[src/rtl/relay_permit_pkg.sv]
package relay_permit_pkg;

    localparam int unsigned DEF_OFF_BUDGET = 40;
    localparam int unsigned DEF_ON_SETTLE  = 20;

    typedef struct packed {
        logic stuck_on;
        logic stuck_off;
    } flt_t;

    typedef struct packed {
        logic mis_off;  // drive low, readback high
        logic mis_on;   // drive high, readback low
    } mismatch_t;

    function automatic mismatch_t classify(input logic drive, input logic fb);
        mismatch_t m;
        m.mis_off = !drive && fb;
        m.mis_on  = drive && !fb;
        return m;
    endfunction

endpackage

[src/rtl/permit_and.sv]
module permit_and (
    input  logic rst,
    input  logic en_cmd,
    input  logic key_armed,
    output logic drive
);
    // Pure combinational permissive path: no state anywhere.
    always_comb begin
        drive = en_cmd & key_armed & ~rst;
    end
endmodule

[src/rtl/mismatch_timer.sv]
module mismatch_timer #(
    parameter int unsigned LIMIT = 16
) (
    input  logic clk,
    input  logic rst,
    input  logic fb_low,
    input  logic mismatch,
    output logic flag
);
    localparam int unsigned CW = $clog2(LIMIT + 1);
    localparam logic [CW-1:0] LIM = CW'(LIMIT);

    logic [CW-1:0] cnt;
    logic          flag_q;

    always_ff @(posedge clk) begin
        if (rst) begin
            cnt <= '0;
            if (fb_low) flag_q <= 1'b0;
        end else if (mismatch) begin
            if (cnt == LIM) flag_q <= 1'b1;
            else            cnt    <= cnt + 1'b1;
        end else begin
            cnt <= '0;
        end
    end

    assign flag = flag_q;
endmodule

[src/rtl/relay_permit_gate.sv]
module relay_permit_gate
    import relay_permit_pkg::*;
#(
    parameter int unsigned OFF_BUDGET = DEF_OFF_BUDGET,
    parameter int unsigned ON_SETTLE  = DEF_ON_SETTLE
) (
    input  logic clk,
    input  logic rst,
    input  logic en_cmd,
    input  logic key_armed,
    input  logic coil_fb,
    output logic coil_drive,
    output logic stuck_on_flt,
    output logic stuck_off_flt
);
    logic      drv;
    mismatch_t mis;
    flt_t      flt;

    permit_and u_and (
        .rst       (rst),
        .en_cmd    (en_cmd),
        .key_armed (key_armed),
        .drive     (drv)
    );

    always_comb mis = classify(drv, coil_fb);

    mismatch_timer #(.LIMIT(OFF_BUDGET)) u_off (
        .clk      (clk),
        .rst      (rst),
        .fb_low   (~coil_fb),
        .mismatch (mis.mis_off),
        .flag     (flt.stuck_on)
    );

    mismatch_timer #(.LIMIT(ON_SETTLE)) u_on (
        .clk      (clk),
        .rst      (rst),
        .fb_low   (~coil_fb),
        .mismatch (mis.mis_on),
        .flag     (flt.stuck_off)
    );

    assign coil_drive    = drv;
    assign stuck_on_flt  = flt.stuck_on;
    assign stuck_off_flt = flt.stuck_off;
endmodule

[config.mk]
export PLATFORM = sky130hd
export DESIGN_NAME = relay_permit_gate
export DESIGN_NICKNAME = d
export VERILOG_FILES = /design/src/rtl/relay_permit_pkg.sv /design/src/rtl/permit_and.sv /design/src/rtl/mismatch_timer.sv /design/src/rtl/relay_permit_gate.sv
export SDC_FILE = /design/constraint.sdc
export NUM_CORES = 1
export LEC_CHECK = 0
export CORE_AREA = 2 2 39 41
export DETAILED_ROUTE_END_ITERATION = 10
export DIE_AREA = 0 0 41 43
export GPL_ROUTABILITY_DRIVEN = 0
export GPL_TIMING_DRIVEN = 0
export PLACE_DENSITY = 0.74
export SETUP_SLACK_MARGIN = 0.05
export SYNTH_ARGS = -nofsm -noshare
export SYNTH_HDL_FRONTEND = slang
export SYNTH_SLANG_ARGS = --single-unit
[constraint.sdc]
create_clock -name clk -period 1.9 [get_ports clk]
set_clock_uncertainty 0.1 [all_clocks]
set_input_delay 0.19 -clock clk [delete_from_list [all_inputs] [get_ports clk]]
set_output_delay 0.19 -clock clk [all_outputs]
set_load 0.05 [all_outputs]
==> flow_summary.json, run 1 <==
{
  "fillerInstances": 133,
  "p_leak_nw": 0.267,
  "fmax_mhz": 580,
  "gr-total-overflow": 0,
  "via_per_inst": 5.17,
  "synthArstFlopShare": 0,
  "required_ns": 1.61,
  "cp_max_fo": 7,
  "crit_buf_inv": 2,
  "std_cell_rows": 14,
  "syn_nets": 77,
  "syn_to_final_growth_pct": 18.3,
  "synth-seq-area-share": 0.440,
  "dp_hpwl_um": 837,
  "maxCapViolations": 0,
  "clk_pin_slew_ns": 0.08,
  "slew_headroom": 0.674,
  "clk_latency_ns": 0.27,
  "grt_pass1_vias": 453,
  "maxSlewViolCount": 0,
  "netlist.area_leader.share": 0.346,
  "synth_edf_count": 2,
  "synth_area_leaders": "dfxtp_1 35%, edfxtp_1 9.4%, ha_1 7.9%, nand3_1 7.1%, nor2_1 4.7%",
  "antenna_cells": 0,
  "cts_made_buffers": 3,
  "ios": 8,
  "drt.antenna.violating_nets": 0,
  "htree_num_levels": 1,
  "place_ws_ns": -0.107,
  "routed_wl_um": 1050,
  "holdBufCountCts": 0,
  "nets": 89,
  "synthCells": 68,
  "status": "finished, final reports clean",
  "syn_area_per_cell_um2": 9.37,
  "yosysWarnings": 0,
  "die_w_um": 41,
  "root_buffer": "clkbuf_4",
  "dr_total_vias": 491,
  "initial_core_util": 0.460,
  "core_area_mm2": 0.00138,
  "drive_gt1_frac": 0.127,
  "setup_viol": 0,
  "tritoncts": "yes",
  "track_usage": 0.145,
  "cts_setup_buffers": 0,
  "holdWs_ns": 0.405,
  "synth_ff_type": "dfxtp_1",
  "critPathCaptureType": "primary output",
  "grt_pass1_wl_um": 1770,
  "min_period_ns": 1.73,
  "cp.arrival_ns": 1.44,
  "cpPeakStageDelay_ns": 0.53,
  "synth_top_area_cell": "dfxtp_1",
  "place_area_um2": 727,
  "postCtsResizedCells": 1,
  "drc": 0,
  "crit_type": "input port to primary output",
  "hold_viol": 0,
  "peakVddDrop_v": 0.000417,
  "clock_sinks": 13,
  "dieHeight_um": 43,
  "syn-cell-area_um2": 637,
  "rsz0062_at_grt": "no",
  "power_density_mw_per_mm2": 668,
  "clock_path_buffers": 2,
  "netlist-cell-type-count": 23,
  "drt_iter0_drc": 11,
  "fin_crit_sh": 0.908,
  "yosysMostFrequentCell": "dfxtp_1",
  "worst_pin_slew_ns": 0.487,
  "crit_path_start_kind": "input port",
  "portBuffers": 7,
  "power_w": 0.000503,
  "first_pass_iters": 4,
  "grt_max_degree": 9,
  "crit_path_cell_trace": "clkdlybuf4s50_1 > nand2_2 > nor2_1 > dlygate4sd2_1",
  "crit_family": "buffers and inverters",
  "avgRoutedWirePerCell_um": 11.0,
  "antenna_found_initial": 0,
  "worst_slack_ns": 0.174,
  "final_area_um2": 753,
  "crit_slowest_cell": "dlygate4sd2_1",
  "synth_common_cells": "11 x dfxtp_1, 9 x nand3_1, 8 x nor2_1",
  "min_path_type": "register to register",
  "die_area_mm2": 0.00176,
  "fin_util": 0.544,
  "ys_seq_elements": 13
}
==> per-stage QoR <==
stage	std cells	setup TNS [ns]
3_3_place_gp	91	-0.0878
4_1_cts	95	0
3_5_place_dp	91	-0.107
5_1_grt	95	0
2_1_floorplan	68	0
6_report	95	0
==> tightest hold or removal path, delay by kind of cell (launching register included) <==
family	cells	cell delay, ns
simple gates	1	0.07
compound gates	1	0.05
flops	1	0.35
==> area by class of cell <==
type | count | area (um^2) | area share
clock inverters | 1 | 5.00 | 0.00664
flip-flops and latches | 13 | 280 | 0.372
clock buffers | 3 | 22.5 | 0.0299
well taps | 16 | 20.0 | 0.0266
multi-input cells | 49 | 334 | 0.444
inverters | 6 | 22.5 | 0.0299
repair buffers | 7 | 68.8 | 0.0914
==> flip-flops by register name, summed over array words and instances (netlist names) <==
signal and cells:
u_off.cnt 6, u_on.cnt 5, u_off.flag 1, u_on.flag 1
==> where the power goes <==
part / switching (W) / total, W / internal, W / leakage [nW]
Combinational: 0.0000277 / 0.0000470 / 0.0000192 / 0.142
Sequential: 0.00000339 / 0.000287 / 0.000284 / 0.108
Clock: 0.0000910 / 0.000169 / 0.0000780 / 0.0177
Total: 0.000122 / 0.000503 / 0.000381 / 0.267
==> per-layer routing <==
layer  vias up  wire, um  global-route usage
met5         -         0                   0
met4         0        27               0.100
met3         4        50              0.0314
met2        16       418               0.194
met1       211       552               0.198
li1        260         -                   -
==> cells by family after synthesis <==
kind of cell | after synthesis | synth area share
xor gates and xnor gates | 6 | 0.0825
muxes | 2 | 0.0314
adders and majority gates | 4 | 0.0786
AOI/OAI and AO/OA | 6 | 0.0609
DFF | 13 | 0.440
buffers and inverters | 6 | 0.0354
and+or+nand+nor | 31 | 0.271
==> final timing paths <==
check,to,cells after the start,startpoint,slack (ns)
hold / removal,u_on.cnt[1]$_SDFFE_PP0P_,2,u_on.cnt[1]$_SDFFE_PP0P_,0.40
hold reg to reg,u_on.cnt[1]$_SDFFE_PP0P_,2,u_on.cnt[1]$_SDFFE_PP0P_,0.40
setup / recovery,coil_drive,4,key_armed,0.17
setup reg to reg,u_on.flag$_DFFE_PP_,5,u_on.cnt[0]$_SDFFE_PP0P_,0.44
==> layout by cell type (no fill, tap or decap), types with 3 or more instances in the layout <==
cell             Yosys  final
ha_1                 4      4
dfxtp_1             11     11
nand3_1              9      9
xor2_1               3      3
xnor2_1              3      3
inv_1                6      6
clkbuf_4             0      3
nand2_1              3      3
nor2_1               8      8
clkdlybuf4s50_1      0      6
(Power assumes the default switching activity.)
==> inputs of run 2 (changes only) <==
--- a/config.mk
+++ b/config.mk
@@ -6,6 +6,8 @@
 export NUM_CORES = 1
 export LEC_CHECK = 0
 export CORE_AREA = 2 2 39 41
+export CTS_BUF_LIST = sky130_fd_sc_hd__clkbuf_2
+export CTS_CLUSTER_SIZE = 25
 export DETAILED_ROUTE_END_ITERATION = 10
 export DIE_AREA = 0 0 41 43
 export GPL_ROUTABILITY_DRIVEN = 0
==> flow_summary.json, run 2 (synthesis gave the netlist of run 1 again) <==
{
  "crit_slowest_cell": "clkdlybuf4s50_1",
  "dieHeight_um": 43,
  "rsz0062_at_grt": "no",
  "worst_pin_slew_ns": 0.487,
  "ios": 8,
  "syn_to_final_growth_pct": 17.1,
  "fin_util": 0.539,
  "rr_worst_depth": 5,
  "holdBufCountCts": 0,
  "grt_max_degree": 9,
  "dr_total_vias": 497,
  "worst-path-stages": 1,
  "hold_viol": 0,
  "critPathCaptureType": "primary output",
  "final_common_cell": "dfxtp_1",
  "power_w": 0.000481,
  "clk_latency_ns": 0.29,
  "portBuffers": 7,
  "fin_setup_tns_ns": 0,
  "clock_sinks": 13,
  "largest_register": "u_off.cnt",
  "antenna_cells": 0,
  "status": "finished, final reports clean",
  "nets": 89,
  "tritoncts": "yes",
  "root_buffer": "clkbuf_2",
  "drt.antenna.violating_nets": 0,
  "drive_gt1_frac": 0.127,
  "multi_input_area_um2": 334,
  "clock_path_buffers": 2,
  "slew_headroom": 0.674,
  "power_density_mw_per_mm2": 645,
  "fillerInstances": 135,
  "fin_crit_sh": 0.910,
  "crit_family": "buffers and inverters",
  "min_period_ns": 1.73,
  "gr-total-overflow": 0,
  "antenna_found_initial": 0,
  "die_w_um": 41,
  "cts_made_buffers": 3,
  "crit_path_start_kind": "register",
  "first_pass_iters": 4,
  "drc": 0,
  "via_per_inst": 5.23,
  "peakVddDrop_v": 0.000368,
  "seq_area_um2": 280,
  "cp.arrival_ns": 1.44,
  "clk_pin_slew_ns": 0.14,
  "holdPathStages": 2,
  "htree_num_levels": 1,
  "cp_max_fo": 1,
  "initial_core_util": 0.460,
  "grt_pass1_wl_um": 1790,
  "core_area_mm2": 0.00138,
  "crit_path_cell_trace": "clkdlybuf4s50_1",
  "crit_type": "register to primary output",
  "place_inst": 91,
  "fmax_mhz": 578,
  "ff2ff_setup_slack_ns": 0.43,
  "layout.cells.non_filler": 95,
  "crit_buf_inv": 1,
  "dp_hpwl_um": 837,
  "maxCapViolations": 0,
  "drt_iter0_drc": 6,
  "min_path_type": "register to register",
  "required_ns": 1.61,
  "largest_registers": "u_off.cnt (6), u_on.cnt (5)",
  "grt_pass1_vias": 446,
  "largest_reg_flops": 6,
  "routed_wl_um": 1080,
  "setup_viol": 0,
  "place_area_um2": 727,
  "p_leak_nw": 0.266,
  "std_cell_rows": 14,
  "die_area_mm2": 0.00176,
  "maxSlewViolCount": 0,
  "cpPeakStageDelay_ns": 0.79,
  "final_cell_mix": "11 x dfxtp_1, 9 x nand3_1, 8 x nor2_1, 6 x inv_1, 6 x clkdlybuf4s50_1",
  "avgRoutedWirePerCell_um": 11.4,
  "track_usage": 0.150,
  "final_area_um2": 746
}
-- run 2: layout make-up --
class / instances / area share
multi-input cells: 49 / 0.448
flip-flops and latches: 13 / 0.376
repair buffers: 7 / 0.0923
inverters: 6 / 0.0302
well taps: 16 / 0.0268
clock buffers: 3 / 0.0201
clock inverters: 1 / 0.00671
-- run 2: final timing paths --
path | startpoint | endpoint
worst max register to register | u_on.cnt[0]$_SDFFE_PP0P_ | u_on.flag$_DFFE_PP_
worst min register to register | u_on.cnt[1]$_SDFFE_PP0P_ | u_on.cnt[1]$_SDFFE_PP0P_
worst min-delay path | u_on.cnt[1]$_SDFFE_PP0P_ | u_on.cnt[1]$_SDFFE_PP0P_
worst max-delay path | u_off.flag$_DFFE_PP_ | stuck_on_flt
-- run 2: layer usage --
layer	vias up	part of all wire	global-route usage
met1	214	0.51	0.201
met3	5	0.053	0.0314
li1	261	-	-
met4	0	0.039	0.120
met5	-	0	0
met2	17	0.40	0.197
-- run 2: repair_timing --
item,in CTS,in global routing
buffers inserted,0,0
gates resized for setup,1,0
endpoints found under the setup margin,1,0
-- run 2: where the power goes --
part	switching, W	internal (W)
combinational	0.0000279	0.0000193
clock	0.0000985	0.0000476
sequential	0.00000339	0.000284
-- run 2: through the flow --
stage / hold WS [ns] / setup slack [ns]
CTS: 0.409 / 0.161
global route: 0.448 / 0.109
finish: 0.415 / 0.171
floorplan: 0.256 / 0.552
global placement: 0.380 / -0.0878
detailed placement: 0.389 / -0.107
